### config.mk
export PLATFORM = sky130hd
export DESIGN_NAME = gate_cycle_sched
export DESIGN_NICKNAME = d
export VERILOG_FILES = /design/src/rtl/gcs_pkg.sv /design/src/rtl/gcs_list_mem.sv /design/src/rtl/gcs_time_add.sv /design/src/rtl/gcs_time_cmp.sv /design/src/rtl/gate_cycle_sched.sv
export SDC_FILE = /design/constraint.sdc
export NUM_CORES = 2
export LEC_CHECK = 0
export ABC_AREA = 1
export BUFFER_PORTS_ARGS = -buffer_cell sky130_fd_sc_hd__buf_2
export CAP_MARGIN = 20
export CORE_UTILIZATION = 60
export CTS_BUF_LIST = sky130_fd_sc_hd__clkbuf_2
export DETAILED_ROUTE_END_ITERATION = 10
export PLACE_DENSITY = 0.76
export SKIP_LAST_GASP = 1
export SLEW_MARGIN = 20
export SYNTH_ARGS = -nofsm -noshare
export SYNTH_HDL_FRONTEND = slang
export SYNTH_SLANG_ARGS = --single-unit
### constraint.sdc
create_clock -name clk -period 16.1 [get_ports clk]
set_input_delay 0.805 -clock clk [delete_from_list [all_inputs] [get_ports clk]]
set_output_delay 0.805 -clock clk [all_outputs]
set_load 0.01 [all_outputs]
### src/rtl/gcs_pkg.sv
package gcs_pkg;
  localparam int unsigned NS_PER_SEC = 1_000_000_000;
  localparam int NS_W = 30;

  typedef enum logic [1:0] {
    S_OFF   = 2'd0,
    S_ARMED = 2'd1,
    S_RUN   = 2'd2
  } sched_state_e;
endpackage

### src/rtl/gcs_list_mem.sv
module gcs_list_mem #(
  parameter int DEPTH  = 16,
  parameter int GATE_W = 8,
  parameter int IV_W   = 32,
  localparam int AW    = $clog2(DEPTH),
  localparam int DW    = GATE_W + IV_W
) (
  input  logic              clk,
  input  logic              we,
  input  logic [AW-1:0]     waddr,
  input  logic [GATE_W-1:0] wgates,
  input  logic [IV_W-1:0]   wiv,
  input  logic [AW-1:0]     raddr,
  output logic [GATE_W-1:0] rgates,
  output logic [IV_W-1:0]   riv
);
  logic [DW-1:0] store [DEPTH];

  always_ff @(posedge clk) begin
    if (we) store[waddr] <= {wgates, wiv};
  end

  assign {rgates, riv} = store[raddr];
endmodule

### src/rtl/gcs_time_add.sv
module gcs_time_add
  import gcs_pkg::*;
#(
  parameter int SEC_W = 32,
  parameter int IV_W  = 32,
  localparam int SUM_W = IV_W + 2,
  localparam int STEPS = int'(((64'd1 << IV_W) + 64'(NS_PER_SEC)) / 64'(NS_PER_SEC)) + 1
) (
  input  logic [SEC_W-1:0] a_sec,
  input  logic [NS_W-1:0]  a_ns,
  input  logic [IV_W-1:0]  delta,
  output logic [SEC_W-1:0] y_sec,
  output logic [NS_W-1:0]  y_ns
);
  logic [SUM_W-1:0] part [STEPS+1];
  logic [SEC_W-1:0] carry [STEPS+1];

  assign part[0]  = SUM_W'(a_ns) + SUM_W'(delta);
  assign carry[0] = '0;

  for (genvar k = 0; k < STEPS; k++) begin : g_wrap
    always_comb begin
      if (part[k] >= SUM_W'(NS_PER_SEC)) begin
        part[k+1]  = part[k] - SUM_W'(NS_PER_SEC);
        carry[k+1] = carry[k] + SEC_W'(1);
      end else begin
        part[k+1]  = part[k];
        carry[k+1] = carry[k];
      end
    end
  end

  assign y_sec = a_sec + carry[STEPS];
  assign y_ns  = part[STEPS][NS_W-1:0];
endmodule

### src/rtl/gcs_time_cmp.sv
module gcs_time_cmp
  import gcs_pkg::*;
#(
  parameter int SEC_W = 32
) (
  input  logic [SEC_W-1:0] now_sec,
  input  logic [NS_W-1:0]  now_ns,
  input  logic [SEC_W-1:0] ref_sec,
  input  logic [NS_W-1:0]  ref_ns,
  output logic             reached
);
  assign reached = (now_sec > ref_sec) || ((now_sec == ref_sec) && (now_ns >= ref_ns));
endmodule

### src/rtl/gate_cycle_sched.sv
module gate_cycle_sched
  import gcs_pkg::*;
#(
  parameter int NCLS    = 8,
  parameter int ENTRIES = 16,
  parameter int IV_W    = 32,
  parameter int SEC_W   = 32,
  localparam int IDX_W  = $clog2(ENTRIES)
) (
  input  logic             clk,
  input  logic             rst,
  input  logic             sched_en,
  input  logic             cfg_we,
  input  logic [IDX_W-1:0] cfg_idx,
  input  logic [NCLS-1:0]  cfg_gates,
  input  logic [IV_W-1:0]  cfg_interval,
  input  logic [IDX_W-1:0] cfg_last_idx,
  input  logic [IV_W-1:0]  cfg_cycle_ns,
  input  logic [SEC_W-1:0] cfg_base_sec,
  input  logic [NS_W-1:0]  cfg_base_ns,
  input  logic [NCLS-1:0]  cfg_init_gates,
  input  logic [SEC_W-1:0] tod_sec,
  input  logic [NS_W-1:0]  tod_ns,
  output logic [NCLS-1:0]  gate_o
);
  sched_state_e     state_q;
  logic [IDX_W-1:0] idx_q, last_q, rd_idx;
  logic [IV_W-1:0]  cycle_q;
  logic [SEC_W-1:0] base_sec_q, ent_sec_q, cyc_sec_q;
  logic [NS_W-1:0]  base_ns_q, ent_ns_q, cyc_ns_q;
  logic [NCLS-1:0]  init_q, gate_q, rd_gates;
  logic [IV_W-1:0]  rd_iv;
  logic             hit_base, hit_ent, hit_cyc;
  logic             start, restart, advance;
  logic [SEC_W-1:0] ent_op_sec, cyc_op_sec, ent_nx_sec, cyc_nx_sec;
  logic [NS_W-1:0]  ent_op_ns, cyc_op_ns, ent_nx_ns, cyc_nx_ns;

  gcs_list_mem #(.DEPTH(ENTRIES), .GATE_W(NCLS), .IV_W(IV_W)) u_mem (
    .clk(clk), .we(cfg_we && !sched_en && state_q == S_OFF),
    .waddr(cfg_idx), .wgates(cfg_gates), .wiv(cfg_interval),
    .raddr(rd_idx), .rgates(rd_gates), .riv(rd_iv)
  );

  gcs_time_cmp #(.SEC_W(SEC_W)) u_cmp_base (
    .now_sec(tod_sec), .now_ns(tod_ns), .ref_sec(base_sec_q), .ref_ns(base_ns_q),
    .reached(hit_base));
  gcs_time_cmp #(.SEC_W(SEC_W)) u_cmp_ent (
    .now_sec(tod_sec), .now_ns(tod_ns), .ref_sec(ent_sec_q), .ref_ns(ent_ns_q),
    .reached(hit_ent));
  gcs_time_cmp #(.SEC_W(SEC_W)) u_cmp_cyc (
    .now_sec(tod_sec), .now_ns(tod_ns), .ref_sec(cyc_sec_q), .ref_ns(cyc_ns_q),
    .reached(hit_cyc));

  assign start   = (state_q == S_ARMED) && hit_base;
  assign restart = (state_q == S_RUN) && hit_cyc;
  assign advance = (state_q == S_RUN) && !hit_cyc && hit_ent && (idx_q != last_q);
  assign rd_idx  = (start || restart) ? '0 : idx_q + IDX_W'(1);

  always_comb begin
    if (start) begin
      ent_op_sec = base_sec_q; ent_op_ns = base_ns_q;
    end else if (restart) begin
      ent_op_sec = cyc_sec_q;  ent_op_ns = cyc_ns_q;
    end else begin
      ent_op_sec = ent_sec_q;  ent_op_ns = ent_ns_q;
    end
    cyc_op_sec = start ? base_sec_q : cyc_sec_q;
    cyc_op_ns  = start ? base_ns_q  : cyc_ns_q;
  end

  gcs_time_add #(.SEC_W(SEC_W), .IV_W(IV_W)) u_add_ent (
    .a_sec(ent_op_sec), .a_ns(ent_op_ns), .delta(rd_iv),
    .y_sec(ent_nx_sec), .y_ns(ent_nx_ns));
  gcs_time_add #(.SEC_W(SEC_W), .IV_W(IV_W)) u_add_cyc (
    .a_sec(cyc_op_sec), .a_ns(cyc_op_ns), .delta(cycle_q),
    .y_sec(cyc_nx_sec), .y_ns(cyc_nx_ns));

  always_ff @(posedge clk) begin
    if (rst) begin
      state_q <= S_OFF;
      gate_q  <= '1;
      idx_q   <= '0;
      last_q  <= '0;
      cycle_q <= '0;
      init_q  <= '1;
      base_sec_q <= '0; base_ns_q <= '0;
      ent_sec_q  <= '0; ent_ns_q  <= '0;
      cyc_sec_q  <= '0; cyc_ns_q  <= '0;
    end else if (!sched_en) begin
      state_q <= S_OFF;
      gate_q  <= '1;
    end else begin
      unique case (state_q)
        S_OFF: begin
          state_q    <= S_ARMED;
          init_q     <= cfg_init_gates;
          gate_q     <= cfg_init_gates;
          last_q     <= cfg_last_idx;
          cycle_q    <= cfg_cycle_ns;
          base_sec_q <= cfg_base_sec;
          base_ns_q  <= cfg_base_ns;
        end
        S_ARMED: begin
          if (start) begin
            state_q   <= S_RUN;
            idx_q     <= '0;
            gate_q    <= rd_gates;
            ent_sec_q <= ent_nx_sec; ent_ns_q <= ent_nx_ns;
            cyc_sec_q <= cyc_nx_sec; cyc_ns_q <= cyc_nx_ns;
          end
        end
        default: begin
          if (restart) begin
            idx_q     <= '0;
            gate_q    <= rd_gates;
            ent_sec_q <= ent_nx_sec; ent_ns_q <= ent_nx_ns;
            cyc_sec_q <= cyc_nx_sec; cyc_ns_q <= cyc_nx_ns;
          end else if (advance) begin
            idx_q     <= rd_idx;
            gate_q    <= rd_gates;
            ent_sec_q <= ent_nx_sec; ent_ns_q <= ent_nx_ns;
          end
        end
      endcase
    end
  end

  assign gate_o = gate_q;


  off_open_chk: assert property (@(posedge clk) disable iff (rst)
    !sched_en |=> gate_o == '1);


  armed_init_chk: assert property (@(posedge clk) disable iff (rst)
    (state_q == S_ARMED) |-> gate_o == init_q);


  idx_bound_chk: assert property (@(posedge clk) disable iff (rst)
    (state_q == S_RUN) |-> idx_q <= last_q);


  hold_last_chk: assert property (@(posedge clk) disable iff (rst)
    (sched_en && state_q == S_RUN && idx_q == last_q && !hit_cyc) |=> $stable(gate_o));


  restart_zero_chk: assert property (@(posedge clk) disable iff (rst)
    (sched_en && restart) |=> idx_q == '0);
endmodule

After elaboration in Yosys (flattened, before gate mapping)
Memory sizes are Yosys's and may differ from the RTL's.
Index checks and enable logic that the tools add are counted.
Widths: inputs -> output; s select.
- memories: 1
- input bits: 216
- memory bits (writable): 640
- register bits: 236
- reduce and logical (&&, ||, !) cells: 27
- bitwise operators: 2
- equal/unequal tests: 7
- $lt $le $gt $ge: 18
- $add $sub $neg: 27
- multiplexer cells: 57
- memories (name ; depth ; bits a word ; read ports ; clocked after memory_dff ; wr ports ; line ; RTL):
    u_mem.store ; 16 ; 40 ; 1 ; 0 ; 1 ; gcs_list_mem.sv:17 ; logic [DW-1:0] store [DEPTH];
- operators with widths (cell ; count):
    $mux 32 ; 18
    $ge 34x30->1 const B ; 12
    $mux 34 ; 10
    $sub 34x30->34 const B ; 10
    $mux 30 ; 10
    $add 32x1->32 const B ; 8
    $pmux 32 s2 ; 2
    $pmux 30 s2 ; 2
    $eq 32x32->1 ; 3
    $gt 32x32->1 ; 3
    $ge 30x30->1 ; 3
    $add 30x32->33 ; 2
    $add 32x32->32 ; 2
    $sub 30x30->30 const B ; 2
    $mux 8 ; 3
    $mux 4 ; 4
    $pmux 8 s2 ; 1
    $logic_and 1x1->1 ; 10
    $pmux 4 s2 ; 1
    $reduce_and 4->1 ; 2
    $reduce_and 2->1 ; 3
    $add 1x1->2 const B ; 2
    $add 4x1->4 const B ; 1
    $logic_or 1x1->1 ; 4
    other kinds (14) ; 20

Depth between registers and ports, before layout
An unclocked memory read counts as a cell.
- depth after elaboration: 24
- gate-level depth with buffers: 122

Modules after synthesis
A second synthesis with hierarchy kept.
- cell total of the unflattened synthesis: 10039
- area total of the unflattened synthesis: 68459.4 µm²
- modules (own cells, without submodules) (module ; area each (µm²) ; times used ; cells an instance ; seq. area each (µm²)):
    gcs_list_mem ; 27490.1 ; 1 ; 2603 ; 19218.4
    gcs_time_add ; 12558.3 ; 2 ; 2511 ; 0.0
    gate_cycle_sched ; 10563.9 ; 1 ; 1524 ; 4724.5
    gcs_time_cmp (u_cmp_cyc ...) ; 1781.7 ; 2 ; 301 ; 0.0
    gcs_time_cmp (u_cmp_base) ; 1725.4 ; 1 ; 288 ; 0.0

Least setup slack after synthesis
OpenSTA, ideal clock, no wires.
- path type: input -> register
- start point: in tod_sec[15]
- end point: reg cyc_sec_q[30]
- setup time: 0.117 ns
- buffers on the path: 11
- data required time: 15.983 ns
- setup slack: 1.143 ns
- arrival time: 14.840 ns
- cell stages on the path: 109
- cell sequence: ha_1 -> nand2_1 -> nor2_1 -> nand2_1 -> nor2_1 -> inv_1 -> nor2_1 -> nand3_1 -> nand3_4 -> buf_4 -> clkbuf_1 -> clkbuf_1 -> clkbuf_1 -> clkbuf_1 -> clkbuf_1 -> buf_1 -> nor2_1 -> o21bai_1 -> (+73 left out) -> fa_1 -> o21ai_0 -> nand3_1 -> nand2_1 -> nand3_1 -> nor3_1 -> inv_1 -> nor4_1 -> nand4_1 -> nor4_1 -> nand2_1 -> nor2_1 -> nand2_1 -> nor3_1 -> nand4_1 -> o31a_1 -> o221ai_1 -> inv_1
- longest elaborated chain between the ends: 21
- elaborated cells on any way between the ends: 47
- RTL lines (what ; line ; RTL):
    start: declaration ; gate_cycle_sched.sv:22 ; input logic [SEC_W-1:0] tod_sec,
    branches (longest 21 deep; another with $sub 34x30->34) ; -- ;
    end signal: assignment ; gate_cycle_sched.sv:109 ; cyc_sec_q <= cyc_nx_sec; cyc_ns_q <= cyc_nx_ns;
    end signal: assignment ; gate_cycle_sched.sv:117 ; cyc_sec_q <= cyc_nx_sec; cyc_ns_q <= cyc_nx_ns;
    end: declaration ; gate_cycle_sched.sv:29 ; logic [SEC_W-1:0] base_sec_q, ent_sec_q, cyc_sec_q;
Parallel ways; which one is timed is not known. The select of a mux whose other input is x is not followed.
A chain may end at the register's enable or synchronous reset.

Worst setup path after layout
- start point: reg cyc_sec_q[13]
- end point: reg ent_sec_q[25]
- longest elaborated chain between the ends: 24
- elaborated cells on any way between the ends: 51
- RTL lines (what ; line ; RTL):
    branches (longest 24 deep; another with $mem_v2 16x40) ; -- ;
    end signal: assignment ; gate_cycle_sched.sv:108 ; ent_sec_q <= ent_nx_sec; ent_ns_q <= ent_nx_ns;
    end signal: assignment ; gate_cycle_sched.sv:116 ; ent_sec_q <= ent_nx_sec; ent_ns_q <= ent_nx_ns;
    end signal: assignment ; gate_cycle_sched.sv:121 ; ent_sec_q <= ent_nx_sec; ent_ns_q <= ent_nx_ns;
    end: declaration ; gate_cycle_sched.sv:29 ;
Parallel ways; which one is timed is not known. The select of a mux whose other input is x is not followed.

==> impl_metrics.py <==
metrics = {
    "outcome": {
        "outcome": "completed",
    },
    "global_route": {
        "grt_pass1_wl_um": 320000,
        "grt_pass1_vias": 57111,
        "antenna_found_initial": 28,
        "grt_util_met1_pct": 52.0,
        "met3_usage_pct": 7.68,
        "grt_max_degree": 96,
        "grt_usage_pct": 39.8,
        "globalRouteMet2Util_pct": 62.9,
        "grt.busiest_layer": "met2",
        "grt_overflow_total": 0,
    },
    "floorplan": {
        "die_w_um": 321,
        "fp.dieH_um": 321,
        "io_pins": 224,
        "dieArea_mm2": 0.103,
        "start_util_pct": 60.8,
        "core_area_mm2": 0.100,
        "rows": 116,
    },
    "setup_path": {
        "crit_slowest_cell": "nor3_1",
        "crit_top_cell": "nand2_1",
        "cp.arrival_ns": 16.73,
        "startpoint_type": "flop",
        "crit_fanout": 19,
        "max_stage_delay_ns": 0.35,
        "crit_family": "simple AND/OR/NAND/NOR gates",
        "ff2ff_setup_slack_ns": 0.78,
        "crit_path_end_kind": "flop",
        "crit_type": "reg -> reg",
        "crit_required_ns": 17.51,
        "crit_buf_inv": 18,
    },
    "logic_synthesis": {
        "synthTopCellsByArea": "edfxtp_1 31%, nand2_1 13%, dfxtp_1 7.7%, ha_1 6.0%, inv_1 5.3%",
        "synth.distinct_cells": 81,
        "synth.top_cell.area_share_pct": 31.5,
        "synth_compound_area_share_pct": 12.7,
        "synth_edf_count": 640,
        "synth_mux_area_share_pct": 0.656,
        "ys_ff_latch": 876,
        "synth_simple_gate_area_share_pct": 29.3,
        "yosys.area.top_type": "edfxtp_1",
        "synthAdderAreaFrac_pct": 6.09,
        "syn_area_mm2": 0.0611,
        "synth_top_family_by_area": "simple AND/OR/NAND/NOR gates",
        "ys_warn_count": 0,
        "synth_xor_area_share_pct": 3.70,
        "avgSynthCellArea_um2": 7.51,
        "synth_seq_area_share_pct": 39.2,
        "ys.flop_type": "edfxtp_1",
        "async_reset_ff_share_pct": 0,
        "synthCells": 8129,
    },
    "sta": {
        "drv_slew": 0,
        "slew_headroom_pct": 24.7,
        "setup_ws_ns": 0.780,
        "hold_slack_ns": 0.0808,
        "fin_skew_ns": 0.200,
        "fin_crit_sh_pct": 95.2,
        "setup_viol": 0,
        "max_freq_ghz": 0.0653,
        "hold_viol": 0,
        "fin_crit_ns": 15.32,
        "tightest_slew_ns": 1.12,
    },
    "place": {
        "io_buffer_count": 223,
        "gp_congestion": 1.06,
        "hpwl_um": 151000,
        "place_ws_ns": -0.525,
        "placed_area_mm2": 0.0645,
    },
    "finish": {
        "drive_above_1_share_pct": 15.5,
        "nFillCells": 8268,
        "final_nets": 9305,
        "area.growth.synth_to_final_pct": 14.9,
        "final_area_mm2": 0.0702,
    },
    "detailed_routing": {
        "vias": 61903,
        "via_per_inst": 5.99,
        "drt_iter0_drc": 7145,
        "drcViolationCount": 0,
        "routed_wl_um": 217000,
        "ant_nets": 0,
        "avgRoutedWirePerCell_um": 21.0,
        "first_pass_iters": 7,
    },
    "clocking": {
        "cts-root-buf": "clkbuf_2",
        "clk_path_buf_depth": 3,
        "worstSkewPairLatency_ns": 1.65,
        "cts.sinks": 876,
        "cts_tree": "done",
        "cts_buffers": 210,
        "clk_pin_slew_ns": 0.10,
        "cts_htree_levels": 4,
    },
    "job": {
        "cap_violations": 0,
    },
    "min_path": {
        "hold_path.class": "in -> reg",
    },
}
cell families (layout without fill, tap and decap cells):
group                      count (synthesis)  in the layout
muxes                                     40             40
and+or+nand+nor                         4096           4107
xor gates and xnor gates                 251            251
DFF                                      876            876
AOI/OAI and AO/OA                       1296           1296
buffers and inverters                   1274           2085
adders and majority gates                295            295
other                                      1             23
cell usage after synthesis, types with 24 or more instances:
cell type  number
nand4_1       208
xnor2_1        45
nor2_2         49
o21ai_1        56
nand2_2       110
buf_2          29
a211oi_1       24
a311oi_1       29
nand3_1       576
buf_6          26
nor3_1         91
o311a_1        29
a221oi_1      125
mux2i_1        40
ha_1          291
dfxtp_1       236
inv_1         864
o21ai_0       460
nand2_1      2169
edfxtp_1      640
a21oi_1       419
xor2_1        199
inv_2         101
clkbuf_1      196
nor2_1        765
state kept, by name, summed over array words and instances (netlist names):
name         count
idx_q            4
state_q          2
cycle_q         32
u_mem.store    640
last_q           4
base_ns_q       30
ent_sec_q       32
cyc_ns_q        30
gate_o           8
cyc_sec_q       32
ent_ns_q        30
base_sec_q      32
cell usage in the layout (no fill, tap or decap), drive strengths merged, types with 5 or more instances in the layout:
| cell type | instances |
|---|---|
| o211ai | 22 |
| clkbuf | 299 |
| edfxtp | 640 |
| a221oi | 125 |
| nor3b | 5 |
| xor2 | 206 |
| dfxtp | 236 |
| o21bai | 17 |
| a21boi | 9 |
| nand3 | 617 |
| o311a | 29 |
| o22ai | 9 |
| a21oi | 436 |
| a31oi | 11 |
| inv | 981 |
| o21ai | 530 |
| or2 | 26 |
| ha | 291 |
| nand4 | 213 |
| mux2i | 40 |
| a22oi | 8 |
| diode | 21 |
| a311oi | 29 |
| nand2 | 2284 |
| nor3 | 93 |
| xnor2 | 45 |
| a211oi | 24 |
| nor2 | 830 |
| clkinv | 73 |
| a21o | 12 |
| buf | 517 |
| o21a | 13 |
| nand3b | 11 |
| dlygate4sd3 | 211 |
| nor4 | 22 |
metal layers:
layer / share of wire [%] / vias to the layer above / wire length, µm
met4: 5.4 / 16 / 11700
met5: 0.044 / - / 95
met3: 11 / 702 / 23600
met1: 38 / 28612 / 83400
li1: - / 28857 / -
met2: 45 / 3716 / 97900
per-stage QoR:
| stage | TNS (ns) | std cells | utilization, % |
|---|---|---|---|
| 5_1_grt | -1.53 | 10329 | 69.9 |
| 3_3_place_gp | -2.69 | 9649 | 64.2 |
| 4_1_cts | -0.109 | 10230 | 68.3 |
| 2_1_floorplan | 0 | 8130 | - |
| 3_5_place_dp | -6.83 | 9649 | 64.2 |
| 6_report | 0 | 10330 | 69.9 |
timing repair:
action | in CTS | in global routing
pin swaps | 1 | 51
setup buffers | 0 | 64
resized for setup | 4 | 205
cloned | 0 | 15
hold buffers | 211 | 0
endpoints found under the hold margin | 810 | 0
endpoints found under the setup margin | 9 | 47
worst min-delay path: cells and delay by family:
family | cells | cell delay [ns]
AND/OR/NAND/NOR | 2 | 0.13
buffers and inverters | 2 | 0.64
worst paths after layout:
check	startpoint	end	depth (start not counted)
setup / recovery	cyc_sec_q[13]	ent_sec_q[25]	104
hold / removal	cfg_cycle_ns[19]	cycle_q[19]	4
setup reg to reg	cyc_sec_q[13]	ent_sec_q[25]	104
hold reg to reg	ent_sec_q[1]	ent_sec_q[1]	2
final cells by class:
cell class	instances	area, µm²	area share, %
Inverter	981	3720	5.30
Clock inverter	75	492	0.701
Tap cell	1357	1700	2.42
Timing Repair inverter	2	16.3	0.0232
Antenna cell	21	52.6	0.0749
Sequential cell	876	24000	34.1
Timing Repair Buffer	732	5830	8.31
Multi-Input combinational cell	5991	32900	46.9
Clock buffer	295	1480	2.10
Power is not shown: default switching activity piles up to over one toggle a cycle in this logic, so the estimate is an artifact.
